File: src/rtl/fmem_rect_xfer.sv
module fmem_rect_xfer #(
  parameter int XW = 10,
  parameter int YW = 9,
  parameter int PW = 16
) (
  input  logic               clk,
  input  logic               rst_n,
  input  logic               start,
  input  logic [2*PW-1:0]    start_pos,
  input  logic [2*PW-1:0]    start_size,
  input  logic               start_rd,
  input  logic               abort,
  input  logic               wr_valid,
  input  logic [2*PW-1:0]    wr_data,
  output logic               wr_ready,
  output logic [2*PW-1:0]    rd_data,
  output logic               rd_valid,
  input  logic               rd_ack,
  output logic [XW+YW-1:0]   mem_addr,
  output logic               mem_we,
  output logic [PW-1:0]      mem_wdata,
  output logic               mem_re,
  input  logic [PW-1:0]      mem_rdata,
  output logic               busy,
  output logic               done
);
  localparam int DW = 2 * PW;
  localparam int AW = XW + YW;

  logic          rdir;
  logic [XW-1:0] x0;
  logic [YW-1:0] y;
  logic [XW:0]   wid;
  logic [XW-1:0] off;
  logic [YW:0]   rows;
  logic [DW-1:0] wbuf;
  logic [1:0]    wcnt;
  logic [1:0]    rph;
  logic [DW-1:0] rbuf;
  logic          rvld;
  logic          done_r;

  logic [XW-1:0] wm1;
  logic [YW-1:0] hm1;
  logic [XW:0]   wid_dec;
  logic [YW:0]   rows_dec;
  assign wm1      = start_size[XW-1:0] - XW'(1);
  assign hm1      = start_size[PW +: YW] - YW'(1);
  assign wid_dec  = {1'b0, wm1} + {{XW{1'b0}}, 1'b1};
  assign rows_dec = {1'b0, hm1} + {{YW{1'b0}}, 1'b1};

  logic live, wr_emit, rd_issue0, rd_issue1, step, row_end, last;
  logic [XW:0] col;

  assign live      = rows != '0;
  assign wr_emit   = !rdir && live && (wcnt != 2'd0);
  assign rd_issue0 = rdir && live && !rvld && (rph == 2'd0);
  assign rd_issue1 = rdir && live && (rph == 2'd1);
  assign step      = wr_emit || rd_issue0 || rd_issue1;
  assign row_end   = ({1'b0, off} + {{XW{1'b0}}, 1'b1}) == wid;
  assign last      = step && row_end && (rows == {{YW{1'b0}}, 1'b1});
  assign col       = {1'b0, x0} + {1'b0, off};

  assign mem_addr  = {y, {XW{1'b0}}} + {{(YW-1){1'b0}}, col};
  assign mem_we    = wr_emit;
  assign mem_re    = rd_issue0 || rd_issue1;
  assign mem_wdata = (wcnt == 2'd2) ? wbuf[PW-1:0] : wbuf[DW-1:PW];
  assign wr_ready  = !rdir && live && (wcnt == 2'd0);
  assign rd_data   = rbuf;
  assign rd_valid  = rvld;
  assign busy      = rdir && live;
  assign done      = done_r;

  always_ff @(posedge clk) begin
    if (!rst_n) begin
      rdir <= 1'b0; x0 <= '0; y <= '0; wid <= '0; off <= '0; rows <= '0;
      wbuf <= '0; wcnt <= 2'd0; rph <= 2'd0; rbuf <= '0; rvld <= 1'b0;
      done_r <= 1'b0;
    end else if (abort) begin
      rows <= '0; wcnt <= 2'd0; rph <= 2'd0; rvld <= 1'b0; done_r <= 1'b0;
    end else if (start) begin
      rdir <= start_rd;
      x0   <= start_pos[XW-1:0];
      y    <= start_pos[PW +: YW];
      wid  <= wid_dec;
      rows <= rows_dec;
      off  <= '0;
      wcnt <= 2'd0; rph <= 2'd0; rvld <= 1'b0; done_r <= 1'b0;
    end else begin
      done_r <= last;
      if (step) begin
        if (row_end) begin
          off  <= '0;
          y    <= y + {{(YW-1){1'b0}}, 1'b1};
          rows <= rows - {{YW{1'b0}}, 1'b1};
        end else begin
          off <= off + {{(XW-1){1'b0}}, 1'b1};
        end
      end
      if (wr_ready && wr_valid) begin
        wbuf <= wr_data;
        wcnt <= 2'd2;
      end else if (wr_emit) begin
        wcnt <= last ? 2'd0 : wcnt - 2'd1;
      end
      if (rd_ack && rvld) rvld <= 1'b0;
      case (rph)
        2'd0: if (rd_issue0) rph <= 2'd1;
        2'd1: begin
          rbuf[PW-1:0] <= mem_rdata;
          if (live) rph <= 2'd2;
          else begin
            rbuf[DW-1:PW] <= '0;
            rvld <= 1'b1;
            rph  <= 2'd0;
          end
        end
        2'd2: begin
          rbuf[DW-1:PW] <= mem_rdata;
          rvld <= 1'b1;
          rph  <= 2'd0;
        end
        default: rph <= 2'd0;
      endcase
    end
  end
endmodule

File: config.mk
export PLATFORM = sky130hd
export DESIGN_NAME = fmem_rect_xfer
export DESIGN_NICKNAME = d
export VERILOG_FILES = /design/src/rtl/fmem_rect_xfer.sv
export SDC_FILE = /design/constraint.sdc
export NUM_CORES = 1
export LEC_CHECK = 0
export BUFFER_PORTS_ARGS = -buffer_cell sky130_fd_sc_hd__buf_4
export CORE_MARGIN = 10
export CORE_UTILIZATION = 50
export DETAILED_ROUTE_END_ITERATION = 16
export PLACE_DENSITY = 0.77
export RECOVER_POWER = 50
export SLEW_MARGIN = 15
export SYNTH_ARGS = -nofsm -noshare
export SYNTH_HDL_FRONTEND = slang
export SYNTH_SLANG_ARGS = --single-unit
export TNS_END_PERCENT = 100
File: constraint.sdc
create_clock -name clk -period 3.7 [get_ports clk]
set_input_delay 0.555 -clock clk [delete_from_list [all_inputs] [get_ports clk]]
set_output_delay 0.555 -clock clk [all_outputs]
set_load 0.1 [all_outputs]
# == After elaboration in Yosys (flattened, before gate mapping) ==
# Cells that the tools add are included.
# op_classes
addsub,11
eq_ne,7
n_mux,21
bitwise_logic,3
reduce_logical,34
# ops
op,n
$mux W10,6
$mux W16,2
$pmux W16 S2,1
$mux W9,3
$add A10 B1 Y11 const B,2
$sub A10 B1 Y10 const B,2
$add A19 B11 Y19,1
$add A10 B10 Y11,1
$eq A11 B11 Y1,1
$logic_and A1 B1 Y1,11
$add A10 B1 Y10 const B,1
$add A9 B1 Y10 const B,1
$eq A10 B1 Y1 const B,1
$mux W2,5
$reduce_bool A10 Y1,1
$reduce_bool A2 Y1,5
$add A9 B1 Y9 const B,1
$reduce_and A3 Y1,3
$sub A9 B1 Y9 const B,1
$reduce_and A2 Y1,3
$eq A2 B2 Y1 const B,2
$logic_not A2 Y1,2
$ne A2 B2 Y1 const B,2
$pmux W2 S2,1
other kinds (11),17
# totals
register_bits,121
input_bits,119
wordCells,90

# == Logic depth before layout (Yosys ltp) ==
# Gate-level depths: netlist of run 1.
# depth
depth_word,11
mapped_depth,10
depth_no_buf,9

# == Worst setup path after synthesis of run 1 ==
# No wires, ideal clock.
# synth_timing
path_type,register -> output
start,register off[0]
end,output port mem_addr[14]
arrival_ns,3.633
required_time_ns,3.145
setup_slack_ns,-0.488
path_stages_with_launch,10
n_path_buf,0
path_cell_list,dfxtp_1 -> ha_1 -> fa_1 -> a21o_1 -> a21oi_1 -> o21ai_0 -> o41a_1 -> a31oi_1 -> nor2_1 -> xor2_1
# synth_between
elab_chain_cells,2
# synth_rtl
item,line,rtl
start: declaration,34,logic [XW-1:0] off;
start signal: assignment,97,"off <= off + {{(XW-1){1'b0}}, 1'b1};"
$add A10 B10 Y11,62,"assign col = {1'b0, x0} + {1'b0, off};"
$add A19 B11 Y19,64,"assign mem_addr = {y, {XW{1'b0}}} + {{(YW-1){1'b0}}, col};"
end: declaration,19,"output logic [XW+YW-1:0] mem_addr,"
# No other way between the ends.

# == Worst setup path after layout of run 1 ==
# layout_timing
start,register x0[0]
end,output port mem_addr[12]
# layout_between
elab_chain_cells,2
# layout_rtl
item,line,rtl
start: declaration,31,logic [XW-1:0] x0;
start signal: assignment,83,x0 <= start_pos[XW-1:0];
$add A10 B10 Y11,62,
$add A19 B11 Y19,64,
# No other way between the ends.

==> flow_summary.yaml, run 1 <==
synthesis:
  synth_cells: 862
  yosysSeqAreaShare: 0.361
  synth-edff-count: 0
  yosysTopAreaCellShare: 0.361
  yosys.area.top_type: "dfxtp_1"
  synth_cell_types: 63
  synthFlopType: "dfxtp_1"
  yosys_register_bits: 121
  synthTopCellsByArea: "dfxtp_1 (36%), nand2_1 (10%), a21oi_1 (8.4%), xnor2_1 (4.8%), ha_1 (4.1%)"
  synthesis.area_um2: 6710
  async_flop_share: 0
  ys_warn_count: 0
  synth_nets: 1004
  avgSynthCellArea_um2: 7.79
cells_and_area:
  insertedDiodeCount: 0
  area_growth_pct: 27.8
  post-route-util: 0.650
  layout.nets: 1157
  final_area_um2: 8570
  drive_gt1_frac: 0.209
  multi_input_area_um2: 4060
  seq_area_um2: 2420
  final_cell_mix: "nand2_1 (183), buf_4 (135), dfxtp_1 (121)"
  final_common_cell: "nand2_1"
  n_fill_cell: 1186
  final_cells: 1202
grt:
  grt_start_max_net_pins: 51
  antenna_found_initial: 0
  grt_pass1_wl_um: 30300
  grt.total_usage: 0.200
  grt-ovfl-total: 0
  grt_pass1_vias: 6254
floorplan:
  die_h_um: 136
  core_area_um2: 13200
  rows: 42
  die_w_um: 136
  die_area_um2: 18500
  initial_core_util: 0.509
  io_pins: 192
worst_hold_path:
  min_from: "mem_rdata[14]"
  worstHoldPathType: "in -> reg"
sta:
  tightest_slew_ps: 1410
  final_hold_viol_count: 0
  rsz0062_at_grt: "false"
  max_freq_mhz: 281
  timing.final.crit_share: 0.963
  slew_headroom: 0.0616
  final.min_clock_period_ps: 3560
  whs_ps: 389
  setup_viol: 0
  slew_violations: 0
  fin_skew_ps: 10.5
detailed_routing:
  num_vias: 6483
  final_antenna_net_count: 0
  routedWlPerCell_um: 15.7
  wirelength_um: 18800
  drc: 0
  drt-initial-drc-count: 377
  avgViaCountPerCell: 5.39
  first_pass_iters: 5
job:
  max-cap-violations: 0
clock_tree:
  clk_pin_slew_ps: 60
  htree_num_levels: 4
  numCtsBuffers: 17
  cts_setup_buffers: 0
  ctsRootBufferMaster: "clkbuf_16"
  worstSkewPairLatency_ps: 420
  cts_tree: "done"
  clock_sinks: 121
  cts_buffer_depth: 2
power:
  power.density_nw_per_um2: 408
  ir_worst_vdd_mv: 0.324
  p_leak_nw: 3.40
setup_path:
  endpoint_kind: "primary output"
  crit_fanout: 5
  timing.rr.start: "off[3]"
  crit_path_start_kind: "flip-flop"
  cp-startpoint: "x0[0]"
  required_ps: 3140
  crit_arrival_ps: 3010
  critical_path_class: "reg -> out"
place:
  hpwlAfterDp_um: 13800
  port_buffers: 165
  place.gp.congestion: 0.882
  dp.cells: 1172
  post_dp_cell_area_um2: 8140
run_status:
  outcome: "finished, final reports clean"
registers in the layout, indices dropped and copies added (netlist names):
name,flops
rd_data,32
wbuf,32
wid,11
off,10
rows,10
x0,10
y,9
rph,2
wcnt,2
done,1
rd_valid,1
rdir,1
critical path: stages (launching register included):
cell and delay (ps):
dfxtp_1 310, ha_1 220, fa_2 360, a21o_1 180
a21oi_2 150, o21ai_1 110, o41a_1 430, a31oi_1 180
buf_4 170, nand2b_4 130, xnor2_2 110, buf_6 240
worst paths after layout:
path | slack, ps | cells past startpoint | endpoint
hold reg to reg | 450 | 2 | rd_data[23]
hold / removal | 390 | 3 | rd_data[14]
setup / recovery | 140 | 11 | mem_addr[12]
setup reg to reg | 310 | 8 | y[7]
cell families (layout without fill, tap and decap cells):
family | after synthesis | count (layout) | share of synthesized area
DFF | 121 | 121 | 0.361
xor gates and xnor gates | 65 | 65 | 0.0869
muxes | 23 | 23 | 0.0375
AOI/OAI and AO/OA | 190 | 190 | 0.167
and+or+nand+nor | 369 | 369 | 0.258
adders and majority gates | 23 | 23 | 0.0440
buffers and inverters | 71 | 235 | 0.0462
repair_timing:
item	4_1_cts	5_1_grt
resized for setup	4	6
hold buffers	0	0
setup endpoints to repair	2	8
pin swaps	0	2
power by group:
part	switching [mW]	total [mW]	internal, mW
combinational	0.356	0.545	0.189
sequential	0.0269	1.36	1.34
clock	0.590	1.59	0.996
synth_stat cells (7+ instances only):
| cell type | count |
|---|---|
| or3_1 | 7 |
| nand2_1 | 183 |
| o21ai_0 | 22 |
| nand3_1 | 42 |
| dfxtp_1 | 121 |
| a21oi_1 | 113 |
| ha_1 | 22 |
| clkbuf_1 | 39 |
| nor3_1 | 14 |
| nand2b_1 | 7 |
| xor2_1 | 27 |
| inv_1 | 25 |
| nand4_1 | 14 |
| nor2b_1 | 9 |
| xnor2_1 | 37 |
| and3_1 | 7 |
| mux2_2 | 17 |
| nor2_1 | 50 |
per-layer routing:
metal  routed length [um]  GRT usage  vias up
met2                 8900      0.326      186
met5                    0          0        -
met1                 7670      0.224     2995
met3                 2100      0.106       15
met4                  167     0.0527        0
li1                     -          -     3287
through the flow:
stage          setup TNS (ps)  total power [mW]  setup slack [ps]
5_1_grt                     0              3.62              3.16
3_5_place_dp                0              1.94               386
3_3_place_gp                0              1.93               396
4_1_cts                     0              3.53              53.0
2_1_floorplan            -133              1.76             -66.4
6_report                    0              3.50               136
final cells by class:
class / count / area share
Multi-Input combinational cell: 670 / 0.474
Sequential cell: 121 / 0.283
Timing Repair Buffer: 179 / 0.141
Clock buffer: 18 / 0.0512
Tap cell: 176 / 0.0257
Clock inverter: 12 / 0.0150
Inverter: 26 / 0.0114
Power figures use the tool's default switching activity.
==> run 2: changes to the inputs <==
--- a/config.mk
+++ b/config.mk
@@ -9,6 +9,7 @@
 export CORE_MARGIN = 10
 export CORE_UTILIZATION = 50
 export DETAILED_ROUTE_END_ITERATION = 16
+export GPL_TIMING_DRIVEN = 0
 export PLACE_DENSITY = 0.77
 export RECOVER_POWER = 50
 export SLEW_MARGIN = 15
==> run 2 against run 1 <==
Final area grew 0.41%. Power shrank 3.1%. Sequential power is essentially flat. Clock skew shrank 3.3 ps. Non-clock buffer count grew 30. Via count grew 2.4%. Sequential cell count is the same. Critical endpoint is now mem_addr[16].
==> flow_summary.yaml, run 2 (synthesis results as in run 1) <==
power:
  ir_worst_vdd_mv: 0.320
  power.density_nw_per_um2: 394
  p_int_mw: 2.43
  p_sw_uw: 958
  switching_share: 0.283
  power_frac_seq: 0.403
  power_mw: 3.39
  p_leak_nw: 3.37
  pwr-share-clk: 0.433
  combPwrFrac: 0.164
sta:
  slew_headroom: 0.180
  timing.final.crit_share: 0.964
  fin_skew_ps: 7.19
  max_freq_mhz: 280
  final_hold_viol_count: 0
  tightest_slew_ps: 1240
  slew_violations: 0
  setup_viol: 0
  whs_ps: 380
  final.min_clock_period_ps: 3570
  rsz0062_at_grt: "false"
setup_path:
  slowest_delay_ps: 380
  crit_arrival_ps: 3010
  rr_worst_depth: 8
  endpoint_kind: "primary output"
  crit_fanout: 7
  crit_path_start_kind: "flip-flop"
  critical_path_class: "reg -> out"
  required_ps: 3140
  worstPathCellList: "ha_1 -> fa_2 -> a21o_1 -> a21oi_2 -> o21ai_1 -> o41a_1 -> a31oi_4 -> nand2b_4 -> xnor2_2 -> buf_6"
  crit_family: "compound AO/OA/AOI/OAI gates"
  timing.rr.start: "off[1]"
  path_buf_inv: 1
  critPathSlowestCell: "o41a_1"
  r2r_setup_slack_ps: 400
  timing.rr.end: "rows[5]"
cells_and_area:
  post-route-util: 0.653
  final_cells: 1230
  n_fill_cell: 1221
  layout.nets: 1187
  final_cell_mix: "nand2_1 (183), dfxtp_1 (120), buf_4 (114)"
  final_common_cell: "nand2_1"
  insertedDiodeCount: 0
  area_growth_pct: 28.3
  drive_gt1_frac: 0.185
worst_hold_path:
  holdPathEnd: "wbuf[5]"
  hold_depth: 3
  worstHoldPathType: "in -> reg"
  min_from: "wr_data[5]"
floorplan:
  io_pins: 192
  initial_core_util: 0.509
  die_h_um: 136
  die_w_um: 136
  die_area_um2: 18500
  core_area_um2: 13200
  rows: 42
job:
  max-cap-violations: 0
clock_tree:
  worstSkewPairLatency_ps: 420
  htree_num_levels: 4
  cts_tree: "done"
  numCtsBuffers: 17
  clock_sinks: 121
  clk_pin_slew_ps: 50
  ctsRootBufferMaster: "clkbuf_16"
  cts_buffer_depth: 2
place:
  place.gp.congestion: 0.936
  dp.cells: 1200
  hpwlAfterDp_um: 15400
  port_buffers: 162
grt:
  grt_pass1_wl_um: 32200
  antenna_found_initial: 0
  grt_start_max_net_pins: 17
  grt.total_usage: 0.214
  grt-ovfl-total: 0
  grt_pass1_vias: 6530
detailed_routing:
  avgViaCountPerCell: 5.40
  num_vias: 6637
  routedWlPerCell_um: 16.4
  wirelength_um: 20100
  drc: 0
  final_antenna_net_count: 0
  drt-initial-drc-count: 320
  first_pass_iters: 6
run_status:
  outcome: "finished, final reports clean"
run 2: worst reg2reg max path: cells and delay by family (launching register included):
family	cells	cell delay, ps
AO/OA/AOI/OAI	2	1040
AND/OR/NAND/NOR	3	970
flip-flops	1	460
XOR/XNOR	2	420
adder cells (fa/ha/maj)	1	290
run 2: timing repair:
action / in CTS / in global routing
pin swaps: 2 / 2
hold buffers: 0 / 0
resized for setup: 11 / 7
buffers inserted: 2 / 0
setup endpoints to repair: 5 / 9
run 2: metal layers:
metal | up-vias | track usage | share of wire
li1 | 3351 | - | -
met1 | 3032 | 0.247 | 0.41
met2 | 226 | 0.347 | 0.47
met3 | 28 | 0.0923 | 0.11
met4 | 0 | 0.0793 | 0.018
met5 | - | 0 | 0
run 2: per-stage QoR:
step	TNS, ps	instance area, um^2	setup slack (ps)
2_1_floorplan	-133	6790	-66.4
3_3_place_gp	0	8220	43.0
3_5_place_dp	0	8220	49.2
4_1_cts	0	8800	46.9
5_1_grt	0	8610	33.9
6_report	0	8610	134
run 2: worst max path at each step:
stage / start / endpoint / slack (ps) / cells after the start
after floorplan: off[0] / mem_addr[14] / -70 / 9
after global routing: off[0] / mem_addr[18] / 30 / 10
after detailed placement: off[0] / mem_addr[12] / 50 / 10
final: off[0] / mem_addr[16] / 130 / 10
after global placement: off[0] / mem_addr[12] / 40 / 10
after CTS: off[0] / mem_addr[16] / 50 / 10
run 2: cell type report:
class                      count  area, um^2  share of cell area
multi-input combinational    670        4060               0.472
sequential                   121        2420               0.281
timing repair buffer         164        1090               0.127
clock buffer                  24         492              0.0571
tap                          176         220              0.0256
buffer                        45         203              0.0235
inverter                      26        97.6              0.0113
clock inverter                 4        20.0             0.00233
run 2: power groups by stage:
| stage | registers [mW] | clock network [mW] | logic (mW) |
|---|---|---|---|
| 6_report | 1.37 | 1.47 | 0.555 |
| 5_1_grt | 1.37 | 1.54 | 0.597 |
| 4_1_cts | 1.37 | 1.49 | 0.561 |
| 3_5_place_dp | 1.39 | 0 | 0.555 |
| 3_3_place_gp | 1.39 | 0 | 0.549 |
| 2_1_floorplan | 1.39 | 0 | 0.372 |
